`src/rtl/usrio_pkg.sv`:
```
package usrio_pkg;
  localparam int DATA_W = 32;
  localparam int ADDR_W = 4;
  localparam int NREG   = 9;
  localparam int CNT_W  = 8;
  localparam logic [CNT_W-1:0] LIMIT_RST = 8'd20;

  localparam int A_INPUT = 0;
  localparam int A_STAT  = 1;
  localparam int A_EN    = 2;
  localparam int A_LED   = 3;
  localparam int A_DIR   = 4;
  localparam int A_SRC   = 5;
  localparam int A_GPIO  = 6;
  localparam int A_PINS  = 7;
  localparam int A_LIMIT = 8;

  typedef struct packed {
    logic [NREG-1:0]             we;
    logic [NREG-1:0][DATA_W-1:0] data;
  } wrStrobe_t;
endpackage

```
`src/rtl/usrio_debounce.sv`:
```
module usrio_debounce #(
  parameter int NUM_IN   = 8,
  parameter int TICK_DIV = 100000,
  parameter int CNT_W    = 8
) (
  input  logic              clk,
  input  logic              rstN,
  input  logic [NUM_IN-1:0] rawIn,
  input  logic [CNT_W-1:0]  limit,
  output logic [NUM_IN-1:0] debVal,
  output logic              tick
);
  localparam int TW = (TICK_DIV > 2) ? $clog2(TICK_DIV) : 1;

  logic [TW-1:0] tickCnt;
  logic [NUM_IN-1:0] syncA, syncB;

  assign tick = (tickCnt == TW'(TICK_DIV - 1));

  always_ff @(posedge clk) begin
    if (!rstN) begin
      tickCnt <= '0;
      syncA   <= '0;
      syncB   <= '0;
    end else begin
      tickCnt <= tick ? '0 : tickCnt + 1'b1;
      syncA   <= rawIn;
      syncB   <= syncA;
    end
  end

  for (genvar i = 0; i < NUM_IN; i++) begin : g_bit
    logic [CNT_W-1:0] cnt;
    logic [CNT_W:0]   cntInc;
    assign cntInc = {1'b0, cnt} + 1'b1;
    always_ff @(posedge clk) begin
      if (!rstN) begin
        cnt       <= '0;
        debVal[i] <= 1'b0;
      end else if (syncB[i] == debVal[i]) begin
        cnt <= '0;
      end else if (tick) begin
        if (cntInc >= {1'b0, limit}) begin
          debVal[i] <= syncB[i];
          cnt       <= '0;
        end else begin
          cnt <= cntInc[CNT_W-1:0];
        end
      end
    end
  end
endmodule

```
`src/rtl/usrio_regctl.sv`:
```
module usrio_regctl
  import usrio_pkg::*;
(
  input  logic              p0Wr,
  input  logic [ADDR_W-1:0] p0Addr,
  input  logic [DATA_W-1:0] p0Wdata,
  input  logic              p1Wr,
  input  logic [ADDR_W-1:0] p1Addr,
  input  logic [DATA_W-1:0] p1Wdata,
  output wrStrobe_t         strobe
);
  for (genvar r = 0; r < NREG; r++) begin : g_reg
    logic hit0, hit1;
    assign hit0 = p0Wr && (p0Addr == ADDR_W'(r));
    assign hit1 = p1Wr && (p1Addr == ADDR_W'(r));
    assign strobe.we[r]   = hit0 || hit1;
    assign strobe.data[r] = hit0 ? p0Wdata : p1Wdata;
  end
endmodule

```
`src/rtl/usrio_regs.sv`:
```
module usrio_regs
  import usrio_pkg::*;
#(
  parameter int NUM_IN  = 8,
  parameter int NUM_LED = 8,
  parameter int NUM_DBG = 16
) (
  input  logic               clk,
  input  logic               rstN,
  input  wrStrobe_t          strobe,
  input  logic [NUM_IN-1:0]  debVal,
  input  logic [NUM_DBG-1:0] dbgHwIn,
  input  logic [NUM_DBG-1:0] dbgIn,
  input  logic [ADDR_W-1:0]  p0Addr,
  input  logic [ADDR_W-1:0]  p1Addr,
  output logic [DATA_W-1:0]  p0Rdata,
  output logic [DATA_W-1:0]  p1Rdata,
  output logic [CNT_W-1:0]   limit,
  output logic [NUM_LED-1:0] ledOut,
  output logic [NUM_DBG-1:0] dbgOut,
  output logic [NUM_DBG-1:0] dbgOe,
  output logic               irq
);
  logic [NUM_IN-1:0]  inReg, debPrev, status, intEn;
  logic [NUM_DBG-1:0] dirReg, srcReg, gpioReg, pinState;

  assign dbgOut   = (srcReg & dbgHwIn) | (~srcReg & gpioReg);
  assign dbgOe    = dirReg;
  assign pinState = (dirReg & dbgOut) | (~dirReg & dbgIn);
  assign irq      = |status;

  always_ff @(posedge clk) begin
    if (!rstN) begin
      inReg   <= '0;
      debPrev <= '0;
      status  <= '0;
      intEn   <= '0;
      ledOut  <= '0;
      dirReg  <= '0;
      srcReg  <= '0;
      gpioReg <= '0;
      limit   <= LIMIT_RST;
    end else begin
      inReg   <= debVal;
      debPrev <= debVal;
      status  <= (status & ~(strobe.we[A_STAT] ? strobe.data[A_STAT][NUM_IN-1:0] : '0))
               | ((debVal ^ debPrev) & intEn);
      if (strobe.we[A_EN])    intEn   <= strobe.data[A_EN][NUM_IN-1:0];
      if (strobe.we[A_LED])   ledOut  <= strobe.data[A_LED][NUM_LED-1:0];
      if (strobe.we[A_DIR])   dirReg  <= strobe.data[A_DIR][NUM_DBG-1:0];
      if (strobe.we[A_SRC])   srcReg  <= strobe.data[A_SRC][NUM_DBG-1:0];
      if (strobe.we[A_GPIO])  gpioReg <= strobe.data[A_GPIO][NUM_DBG-1:0];
      if (strobe.we[A_LIMIT]) limit   <= strobe.data[A_LIMIT][CNT_W-1:0];
    end
  end

  function automatic logic [DATA_W-1:0] readMux(input logic [ADDR_W-1:0] a);
    logic [DATA_W-1:0] v;
    v = '0;
    case (int'(a))
      A_INPUT: v[NUM_IN-1:0]  = inReg;
      A_STAT:  v[NUM_IN-1:0]  = status;
      A_EN:    v[NUM_IN-1:0]  = intEn;
      A_LED:   v[NUM_LED-1:0] = ledOut;
      A_DIR:   v[NUM_DBG-1:0] = dirReg;
      A_SRC:   v[NUM_DBG-1:0] = srcReg;
      A_GPIO:  v[NUM_DBG-1:0] = gpioReg;
      A_PINS:  v[NUM_DBG-1:0] = pinState;
      A_LIMIT: v[CNT_W-1:0]   = limit;
      default: v = '0;
    endcase
    return v;
  endfunction

  assign p0Rdata = readMux(p0Addr);
  assign p1Rdata = readMux(p1Addr);
endmodule

```
`src/rtl/usrio_ctrl.sv`:
```
module usrio_ctrl
  import usrio_pkg::*;
#(
  parameter int NUM_IN   = 8,
  parameter int NUM_LED  = 8,
  parameter int NUM_DBG  = 16,
  parameter int TICK_DIV = 100000
) (
  input  logic               clk,
  input  logic               rstN,
  input  logic [NUM_IN-1:0]  rawIn,
  output logic [NUM_LED-1:0] ledOut,
  input  logic [NUM_DBG-1:0] dbgHwIn,
  input  logic [NUM_DBG-1:0] dbgIn,
  output logic [NUM_DBG-1:0] dbgOut,
  output logic [NUM_DBG-1:0] dbgOe,
  output logic               irq,
  input  logic               p0Wr,
  input  logic [3:0]         p0Addr,
  input  logic [31:0]        p0Wdata,
  output logic [31:0]        p0Rdata,
  input  logic               p1Wr,
  input  logic [3:0]         p1Addr,
  input  logic [31:0]        p1Wdata,
  output logic [31:0]        p1Rdata
);
  wrStrobe_t         strobe;
  logic [NUM_IN-1:0] debVal;
  logic              tick;
  logic [CNT_W-1:0]  limit;

  usrio_debounce #(.NUM_IN(NUM_IN), .TICK_DIV(TICK_DIV), .CNT_W(CNT_W)) deb_i (
    .clk(clk), .rstN(rstN), .rawIn(rawIn), .limit(limit),
    .debVal(debVal), .tick(tick));

  usrio_regctl ctl_i (
    .p0Wr(p0Wr), .p0Addr(p0Addr), .p0Wdata(p0Wdata),
    .p1Wr(p1Wr), .p1Addr(p1Addr), .p1Wdata(p1Wdata),
    .strobe(strobe));

  usrio_regs #(.NUM_IN(NUM_IN), .NUM_LED(NUM_LED), .NUM_DBG(NUM_DBG)) regs_i (
    .clk(clk), .rstN(rstN), .strobe(strobe), .debVal(debVal),
    .dbgHwIn(dbgHwIn), .dbgIn(dbgIn), .p0Addr(p0Addr), .p1Addr(p1Addr),
    .p0Rdata(p0Rdata), .p1Rdata(p1Rdata), .limit(limit),
    .ledOut(ledOut), .dbgOut(dbgOut), .dbgOe(dbgOe), .irq(irq));
endmodule

```
`config.mk`:
```
export PLATFORM = sky130hd
export DESIGN_NAME = usrio_ctrl
export DESIGN_NICKNAME = d
export VERILOG_FILES = /design/src/rtl/usrio_pkg.sv /design/src/rtl/usrio_debounce.sv /design/src/rtl/usrio_regctl.sv /design/src/rtl/usrio_regs.sv /design/src/rtl/usrio_ctrl.sv
export SDC_FILE = /design/constraint.sdc
export NUM_CORES = 1
export LEC_CHECK = 0
export ABC_CLOCK_PERIOD_IN_PS = 4310
export BUFFER_PORTS_ARGS = -buffer_cell sky130_fd_sc_hd__buf_2
export CORE_MARGIN = 5
export CORE_UTILIZATION = 30
export CTS_BUF_LIST = sky130_fd_sc_hd__clkbuf_4 sky130_fd_sc_hd__clkbuf_8
export DETAILED_ROUTE_END_ITERATION = 7
export PLACE_DENSITY = 0.54
export REMOVE_ABC_BUFFERS = 1
export SLEW_MARGIN = 20
export SYNTH_ARGS = -nofsm -noshare
export SYNTH_HDL_FRONTEND = slang
export SYNTH_HIERARCHICAL = 1
export SYNTH_SLANG_ARGS = --single-unit
```
`constraint.sdc`:
```
create_clock -name clk -period 4.31 [get_ports clk]
set_clock_uncertainty 0.05 [all_clocks]
set_input_delay 0.2155 -clock clk [delete_from_list [all_inputs] [get_ports clk]]
set_output_delay 0.2155 -clock clk [all_outputs]
set_load 0.02 [all_outputs]
```
==> run metrics, run 1 <==
DP Worst Slack 1020 ps; # Max-Cap Violations 0; Final nets 1819; total number of H-tree levels 4; DRT iter0 DRCs 643; row count 78; Initial Utilization 30.4%; leak pwr 0.00619 uW; Worst Path Max Fanout 9; crit start category register; status complete, no violations; Die Wd 224 um; Die Y 224 um; CTS tree done; Crit path required time 4690 ps; Final Critical Period 3310 ps; final wirelength 40.2 mm; RePlAce Congestion 0.942; DRT Pass-1 Iters 5; Worst-Skew Late Latency 490 ps; final global-route overflow total 0; die footprint 50300 um^2; Setup violations, final 0; YS warnings 6; hold crit path type input pin to register; CP arrival 3690 ps; share of cells above drive strength 1 21.4%; vias in the first global route 11.2k; CTS sink count 193; Clock transition at path regs 100 ps; Tcrit/Tclk final 76.9%; post-detailed-route count of antenna-violating nets 0; DRC 0; RSZ-0062 raised after global routing false; Peak Freq 302 MHz; FF/Latch Area 3860 um^2; multi-input gate area in the final layout 9210 um^2; Post-CTS Hold Buffers 8; Layout fillers 4707; CTS buffer count 17; first-pass GRT wire length 62.7 mm; post-CTS sizing 0; Area Growth Syn to Fin 11.2%; Root Driver clkbuf_8; Post-Synthesis Cells 1530; vias per cell 5.15; PD cells 234 nW/um^2; Hold Fails Final Rpt 0; Peak VDD IR 0.218 mV; Core Footprint 45400 um^2; diodes inserted 0; CTS Buffer Depth 2; DR vias 11.5k; initial antenna violation count 0; Final WS setup 997 ps; Worst Tran Pin Value 1140 ps; gr usage total 15.3%; Slew Viols, Final 0; pin count of the biggest net entering global routing 54; Worst Setup End Kind register; kind of critical path register to register; Setup TNS Final 0 ps; wire per inst 17.9 um; DPL Wire Length 29.6 mm; Port Buffers 156; Post-CTS Setup Bufs 0; Mapped Avg Cell Area 9.01 um^2; max_slew headroom 22.8%; post-synth design cell area 13800 um^2; IO Pins 221
metrics by stage:
stage / util (%) / hold WS [ps] / instances / total power, uW / area (um^2)
2_1_floorplan: - / 227 / 1429 / 2140 / 13100
3_3_place_gp: 32.7 / 368 / 2203 / 2330 / 14800
3_5_place_dp: 32.7 / 371 / 2203 / 2340 / 14800
4_1_cts: 33.8 / 52.5 / 2242 / 3640 / 15300
5_1_grt: 33.8 / 81.1 / 2242 / 3750 / 15300
6_report: 33.8 / 89.7 / 2242 / 3590 / 15300
report_power, final:
part	leakage (uW)	switching [uW]	internal, uW
clock	0.000193	708	579
sequential	0.00156	28.0	1810
combinational	0.00444	271	196
worst max-delay path: stages, from the launching register on:
cell and delay, ps:
dfxtp_1 410, ha_1 250, nand3_1 190, or2_2 370
xnor2_1 140, ha_1 290, and3_4 190, a221o_1 330
a41oi_2 420, and3_1 420, a32o_2 210
cell type report:
| class | count | share of cell area [%] |
|---|---|---|
| flip-flops and latches | 193 | 25.2 |
| multi-input cells | 1212 | 60.0 |
| clock buffers | 17 | 1.53 |
| well taps | 600 | 4.90 |
| repair buffers | 182 | 6.51 |
| inverters | 24 | 0.620 |
| clock inverters | 14 | 1.19 |
state kept, by name (all words and copies together), names as in the netlist:
signal           cells
regs_i/status        8
regs_i/intEn         8
regs_i/dbgOe        16
deb_i/tickCnt       17
regs_i/debPrev       8
deb_i/syncB          8
regs_i/srcReg       16
deb_i/syncA          8
regs_i/gpioReg      16
regs_i/limit         8
regs_i/ledOut        8
deb_i/debVal         8
deb_i/g_bit.cnt     64
placed cells by master (no fill, tap or decap), drive strengths merged, types with 7 or more instances in the layout:
master       count
dfxtp          193
buf            174
nand2          135
mux2           115
mux2i          103
nor2b           97
ha              73
nand3           67
a21oi           67
nor2            60
and2            48
xor2            42
nand4           37
xnor2           36
a22oi           34
and3            33
conb            32
o211ai          26
inv             26
clkbuf          17
o21ai           17
nor3            17
nor4            16
mux4            16
a21o            14
a22o            13
a31oi           12
or3              9
nand3b           9
dlygate4sd3      8
o22ai            7
o31ai            7
or2              7
a211oi           7
nand4b           7
routing by layer:
layer  wire, um  up-vias  track usage (%)  part of all wire (%)
li1           -     5678                -                     -
met3       1920       62             2.74                   4.8
met4        930        0             4.52                   2.3
met5          0        -                0                     0
met2      19000      302             26.4                    47
met1      18300     5494             19.7                    46
worst paths after layout:
path | start | to | slack (ps) | cells after the start
max | deb_i/g_bit[6].cnt[0] | deb_i/g_bit[6].cnt[1] | 1000 | 10
min | p1Wdata[14] | regs_i/srcReg[14] | 90 | 4
max reg2reg | deb_i/g_bit[6].cnt[0] | deb_i/g_bit[6].cnt[1] | 1000 | 10
min reg2reg | deb_i/syncA[2] | deb_i/syncB[2] | 390 | 1
(Power assumes the default switching activity.)
==> run 2, diff against run 1 <==
--- a/config.mk
+++ b/config.mk
@@ -5,7 +5,8 @@
 export SDC_FILE = /design/constraint.sdc
 export NUM_CORES = 1
 export LEC_CHECK = 0
-export ABC_CLOCK_PERIOD_IN_PS = 4310
+export ABC_AREA = 1
+export ABC_CLOCK_PERIOD_IN_PS = 3100
 export BUFFER_PORTS_ARGS = -buffer_cell sky130_fd_sc_hd__buf_2
 export CORE_MARGIN = 5
 export CORE_UTILIZATION = 30
==> constraint.sdc (replaced) <==
create_clock -name clk -period 3.1 [get_ports clk]
set_clock_uncertainty 0.05 [all_clocks]
set_input_delay 0.155 -clock clk [delete_from_list [all_inputs] [get_ports clk]]
set_output_delay 0.155 -clock clk [all_outputs]
set_load 0.02 [all_outputs]
==> run 2 against run 1 <==
  * Clock power is 45% higher
  * Area after synthesis is 0.18% higher
  * Global-route usage is 3.3 points higher
  * Largest cell class unchanged
  * Routed wire length is 21% higher
  * Via count is 25% higher
  * First-iteration DRC count is 65% higher
  * Maximum frequency is 40% higher
  * Core utilization is 0.28 points higher
  * Total power is 46% higher
==> run metrics, run 2 <==
Peak Freq 423 MHz (+40%); DRT Pass-1 Iters 5 (unchanged); Largest Register deb_i/g_bit.cnt; Final nets 2455 (+35%); IO Pins 221 (unchanged); final wirelength 48.5 mm (+21%); post-CTS sizing 0 (unchanged); final core occ 34.1% (+0.28 points); design area 15500 um^2 (+1.1%); kind of critical path register to register; total number of H-tree levels 4 (unchanged); PD cells 339 nW/um^2 (+45%); die footprint 50400 um^2 (+0.17%); gr usage total 18.6% (+3.3 points); Crit path required time 3440 ps (-1250 ps); Worst Path Max Fanout 5 (-4); Worst-Skew Late Latency 500 ps (about the same); Peak VDD IR 0.280 mV (+28%); final global-route overflow total 0 (unchanged); initial antenna violation count 6 (+6); Largest regs deb_i/g_bit.cnt x64, deb_i/tickCnt x17; Sw Ratio 30.9% (+2.8 points); CP arrival 2700 ps (-990 ps); Core Footprint 45500 um^2 (+0.22%); post-synth design cell area 13800 um^2 (+0.18%); CTS tree done; Setup violations, final 0 (unchanged); DR vias 14.4k (+25%); leak pwr 0.00787 uW (+27%); wire per inst 16.8 um (-6.0%); WHS 38.8 ps (-50.9 ps); Clock transition at path regs 110 ps (about the same); Slew Viols, Final 0 (unchanged); DRT iter0 DRCs 1062 (+65%); DRC 0 (unchanged); vias per cell 4.99 (-3.1%); hold crit path type input pin to register; setup slack, reg-to-reg 740 ps (-260 ps); crit start category register; Root Driver clkbuf_8; share of cells above drive strength 1 12.8% (-8.7 points); RSZ-0062 raised after global routing false; Setup TNS Final 0 ps (unchanged); Area Growth Syn to Fin 12.2%; commonest non-fill, non-tap cell in the layout nand2_1; CTS sink count 193 (unchanged); placed cell area 14800 um^2 (+0.10%); Post-CTS Setup Bufs 0 (unchanged); most frequent cells in the layout nand2_1, nand3_1, nor2_1; Port Buffers 156 (unchanged); pin count of the biggest net entering global routing 47 (-13%); DPL Wire Length 35.4 mm (+20%); vias in the first global route 13.2k (+18%); Reg power frac 49.3% (-1.8 points); YS warnings 6 (unchanged); Worst Tran Pin Value 1130 ps (-13.5 ps); Clock Power Share 35.6% (-0.2 points); Hold Fails Final Rpt 0 (unchanged); status complete, no violations; combinational power share 15.1% (+2.1 points); first-pass GRT wire length 74.5 mm (+19%); post-detailed-route count of antenna-violating nets 0 (unchanged); Die Wd 225 um (about the same); row count 78 (unchanged); CTS Buffer Depth 2 (unchanged); max reg flops 64 (unchanged); Tcrit/Tclk final 76.3% (-0.59 points); Mapped Avg Cell Area 6.34 um^2 (-30%); Worst Setup End Kind register; Sw Pwr 1620 uW (+61%); Post-Synthesis Cells 2177 (+42%); # Max-Cap Violations 0 (unchanged); Int Power 3630 uW (+40%); Final Critical Period 2360 ps (-948 ps); Initial Utilization 30.4% (about the same); CTS buffer count 17 (unchanged); RePlAce Congestion 0.918 (-2.6%); max_slew headroom 24.0% (+1.2 points); Die Y 225 um (about the same)
==> run 2: cell type report <==
type,count,area [um^2]
clock buffer,21,277
sequential,193,3860
multi-input combinational,1621,8310
inverter,221,831
timing repair buffer,212,1290
clock inverter,11,153
antenna,4,10.0
fill,5030,30000
tap,600,751
==> run 2: timing repair <==
action,4_1_cts,5_1_grt
hold buffers,21,0
endpoints found under the hold margin,25,0
setup endpoints to repair,0,0
==> run 2: critical path, stage by stage (launching register included) <==
cell	delay [ps]
dfxtp_1	420
ha_1	200
nand3_1	130
xnor2_1	180
ha_1	310
nand2_1	70
nor2_1	120
nand2_1	60
nand3_1	80
nand2_1	50
nand2_1	60
nand2_1	90
nand2_1	130
nand2_1	60
nand2_1	160
nor2_1	70
==> run 2: worst paths after layout <==
kind	from	to	cells past startpoint
max	deb_i/g_bit[4].cnt[0]	deb_i/g_bit[4].cnt[4]	15
min	p1Wdata[9]	regs_i/dbgOe[9]	5
max reg2reg	deb_i/g_bit[4].cnt[0]	deb_i/g_bit[4].cnt[4]	15
min reg2reg	deb_i/syncA[1]	deb_i/syncB[1]	2
==> run 2: power by group through the flow <==
stage	clock network (uW)	logic [uW]	registers, uW
2_1_floorplan	0	396	2640
3_3_place_gp	0	747	2640
3_5_place_dp	0	758	2650
4_1_cts	1930	781	2590
5_1_grt	2030	861	2600
6_report	1870	791	2590
==> run 2: routing by layer <==
metal / vias up / GRT usage (%) / wire length (um)
met1: 6651 / 25.2 / 21800
met2: 505 / 29.9 / 22100
met5: - / 0 / 34
met4: 6 / 6.93 / 1380
li1: 7130 / - / -
met3: 88 / 2.95 / 3260
==> run 2: stage by stage <==
stage          setup slack [ps]  instances  power, uW
2_1_floorplan               664       2035       3030
3_3_place_gp                787       2826       3390
3_5_place_dp                730       2826       3400
4_1_cts                     726       2879       5300
5_1_grt                     455       2883       5480
6_report                    736       2883       5250
==> run 3, diff against run 2 <==
--- a/config.mk
+++ b/config.mk
@@ -6,13 +6,13 @@
 export NUM_CORES = 1
 export LEC_CHECK = 0
 export ABC_AREA = 1
-export ABC_CLOCK_PERIOD_IN_PS = 3100
+export ABC_CLOCK_PERIOD_IN_PS = 1900
 export BUFFER_PORTS_ARGS = -buffer_cell sky130_fd_sc_hd__buf_2
 export CORE_MARGIN = 5
 export CORE_UTILIZATION = 30
 export CTS_BUF_LIST = sky130_fd_sc_hd__clkbuf_4 sky130_fd_sc_hd__clkbuf_8
 export DETAILED_ROUTE_END_ITERATION = 7
-export PLACE_DENSITY = 0.54
+export PLACE_DENSITY = 0.56
 export REMOVE_ABC_BUFFERS = 1
 export SLEW_MARGIN = 20
 export SYNTH_ARGS = -nofsm -noshare
==> constraint.sdc (replaced) <==
create_clock -name clk -period 1.9 [get_ports clk]
set_clock_uncertainty 0.05 [all_clocks]
set_input_delay 0.095 -clock clk [delete_from_list [all_inputs] [get_ports clk]]
set_output_delay 0.095 -clock clk [all_outputs]
set_load 0.02 [all_outputs]
==> run 3 against run 2 <==
  * First-iteration DRC count rose by 9.5%
  * Final cell count rose by 7.2%
  * Register-to-register slack got worse by 920 ps
  * Non-clock buffer count rose by 210
  * Via count rose by 5.3%
  * Count of clock-buffer cells in the layout fell by 2
  * Sequential power rose by 62%
  * Core utilization rose by 6.6 points
  * Worst hold slack improved by 27 ps
  * Flip-flop and latch count did not move
  * Maximum frequency rose by 13%
  * Die area did not move
  * The run now ends with negative setup slack left
==> run metrics, run 3 (synthesized netlist as in run 2, its figures left out) <==
status finished, violations left; violated checks negative setup slack; final wirelength 50.9 mm (+4.9%); capture point of the critical path deb_i/debVal[0]; leak pwr 0.00913 uW (+16%); Final Critical Period 2080 ps (-280 ps); WHS 65.4 ps (+26.6 ps); Slew Viols, Final 0 (unchanged); Peak Freq 480 MHz (+13%); CTS sink count 193 (unchanged); Crit path required time 2270 ps (-1170 ps); Crit path max-delay family simple AND/OR/NAND/NOR gates; Worst Path Max Fanout 3 (-2); Met1 Routed Length 22.2 mm (+1.6%); Largest Register deb_i/g_bit.cnt; WP buf/inv 2 (+2); post-detailed-route count of antenna-violating nets 0 (unchanged); CP cell instances ha_4 -> nand3_4 -> xnor2_2 -> ha_1 -> nand2_1 -> inv_2 -> nand3_2 -> nand3_2 -> nand2_1 -> nand2_1 -> nand2_2 -> nand2_2 -> buf_6 -> a21oi_4 -> nor2_2; Sw Ratio 30.9% (about the same); Sw Pwr 2670 uW (+65%); Final WS setup -184 ps (-920 ps); DPL Wire Length 37.1 mm (+4.8%); DRT Pass-1 Iters 6 (+1); highest metal used met5; Die Wd 225 um (unchanged); Non-Filler Instances 3092 (+7.2%); die footprint 50400 um^2 (unchanged); Initial Utilization 30.4% (unchanged); Reg2Reg Depth 15 (unchanged); share of cells above drive strength 1 27.6% (+15 points); max reg flops 64 (unchanged); vias in the first global route 14.3k (+8.1%); Setup violations, final 71 (+71); DR vias 15.1k (+5.3%); Hold Fails Final Rpt 0 (unchanged); hold crit path type input pin to register; kind of critical path register to register; PD cells 467 nW/um^2 (+38%); placed cells 2976 (+5.3%); row count 78 (unchanged); wire per inst 16.5 um (-2.2%); Reg power frac 48.6% (-0.7 points); crit path launch deb_i/g_bit[0].cnt[1]; slowest CP cell dfxtp_4; met3 wire len 3.75 mm (+15%); most frequent cells in the layout nand2_1, nand3_1, inv_1; CP max stage delay 390 ps (-30 ps); Worst path most repeated cell nand2_1; CTS Buffer Depth 2 (unchanged); final core occ 40.7% (+6.6 points); CTS buffer count 17 (unchanged); Worst R2R Start deb_i/g_bit[0].cnt[1]; DRT iter0 DRCs 1163 (+9.5%); combinational power share 17.1% (+2.0 points); Int Power 5970 uW (+64%); CP arrival 2450 ps (-250 ps); setup slack, reg-to-reg -180 ps (-920 ps); Clock transition at path regs 100 ps (about the same); Final nets 2665 (+8.6%); crit start category register; Tcrit/Tclk final 110% (+33 points); Core Footprint 45500 um^2 (unchanged); initial antenna violation count 5 (-1); Port Buffers 156 (unchanged); vias per cell 4.90 (-1.8%); RePlAce Congestion 0.918 (about the same); commonest non-fill, non-tap cell in the layout nand2_1; Peak VDD IR 0.486 mV (+74%); FF-to-FF End deb_i/debVal[0]; CTS tree done; Root Driver clkbuf_8; Worst Setup End Kind register; total number of H-tree levels 4 (unchanged); final global-route overflow total 0 (unchanged); cell depth of the worst setup path 15 (unchanged); pin count of the biggest net entering global routing 50 (+6.4%); Area Growth Syn to Fin 33.9%; gr usage total 19.5% (+0.87 points); Clock Power Share 34.3% (-1.3 points); HP Start p0Wdata[2]; DRC 0 (unchanged); RSZ-0062 raised after global routing true; Worst-Skew Late Latency 520 ps (+20 ps); first-pass GRT wire length 78.2 mm (+5.0%); routed wl met2 23.6 mm (+6.9%); Largest regs deb_i/g_bit.cnt x64, deb_i/tickCnt x17; IO Pins 221 (unchanged); Die Y 225 um (unchanged); # Max-Cap Violations 0 (unchanged)
run 3: changes by cell type in the layout (fill, tap and decap cells not counted), sizes merged:
cell,change
dlygate4sd3,+27
inv,-3
buf,+181
clkinvlp,+1
diode,-1
clkinv,+4
run 3: per-layer routing:
layer | vias up | GRT usage [%]
li1 | 7523 | -
met4 | 4 | 6.32
met2 | 515 | 32.5
met5 | - | 0
met3 | 97 | 4.28
met1 | 7008 | 25.1
run 3: through the flow:
stage,setup WS [ps],instance area [um^2],total power [uW],TNS (ps)
after floorplan,-536,13000,4950,-38370
after global placement,-285,16100,5630,-13090
after detailed placement,-394,16100,5640,-17610
after CTS,-144,17900,8680,-6630
after global routing,-299,18500,8980,-17620
final,-184,18500,8630,-7240
run 3: area by class of cell:
| type | count | area, um^2 |
|---|---|---|
| tap | 600 | 751 |
| multi-input combinational | 1621 | 9400 |
| antenna | 3 | 7.51 |
| timing repair buffer | 422 | 3130 |
| clock inverter | 13 | 161 |
| inverter | 221 | 835 |
| sequential | 193 | 3960 |
| clock buffer | 19 | 255 |
| fill | 4745 | 27000 |
run 3: power by group through the flow:
| stage | logic [uW] | clock network, uW | registers [uW] |
|---|---|---|---|
| 3_5_place_dp | 1330 | 0 | 4310 |
| 6_report | 1480 | 2960 | 4190 |
| 4_1_cts | 1430 | 3050 | 4200 |
| 2_1_floorplan | 647 | 0 | 4300 |
| 5_1_grt | 1600 | 3170 | 4210 |
| 3_3_place_gp | 1320 | 0 | 4310 |
run 3: repair_timing:
action | in CTS | in global routing
resized for setup | 181 | 130
endpoints found under the hold margin | 67 | 0
setup endpoints to repair | 77 | 80
hold buffers | 48 | 0
pin swaps | 89 | 84
setup buffers | 21 | 12
cloned | 0 | 0
run 3: worst min-delay path by stage:
stage	to	slack (ps)	cells past startpoint
2_1_floorplan	regs_i/limit[2]	130	1
3_3_place_gp	deb_i/syncA[6]	230	3
3_5_place_dp	deb_i/syncA[7]	230	3
4_1_cts	regs_i/dbgOe[2]	2	5
5_1_grt	regs_i/gpioReg[2]	50	5
6_report	regs_i/gpioReg[2]	70	5
run 3: worst reg2reg max path, delay by kind of cell (launching register included):
kind,cells,cell delay (ps)
buffers and inverters,2,180
flip-flops,1,390
adder cells (fa/ha/maj),2,450
AND/OR/NAND/NOR,9,650
XOR/XNOR,1,150
AO/OA/AOI/OAI,1,130
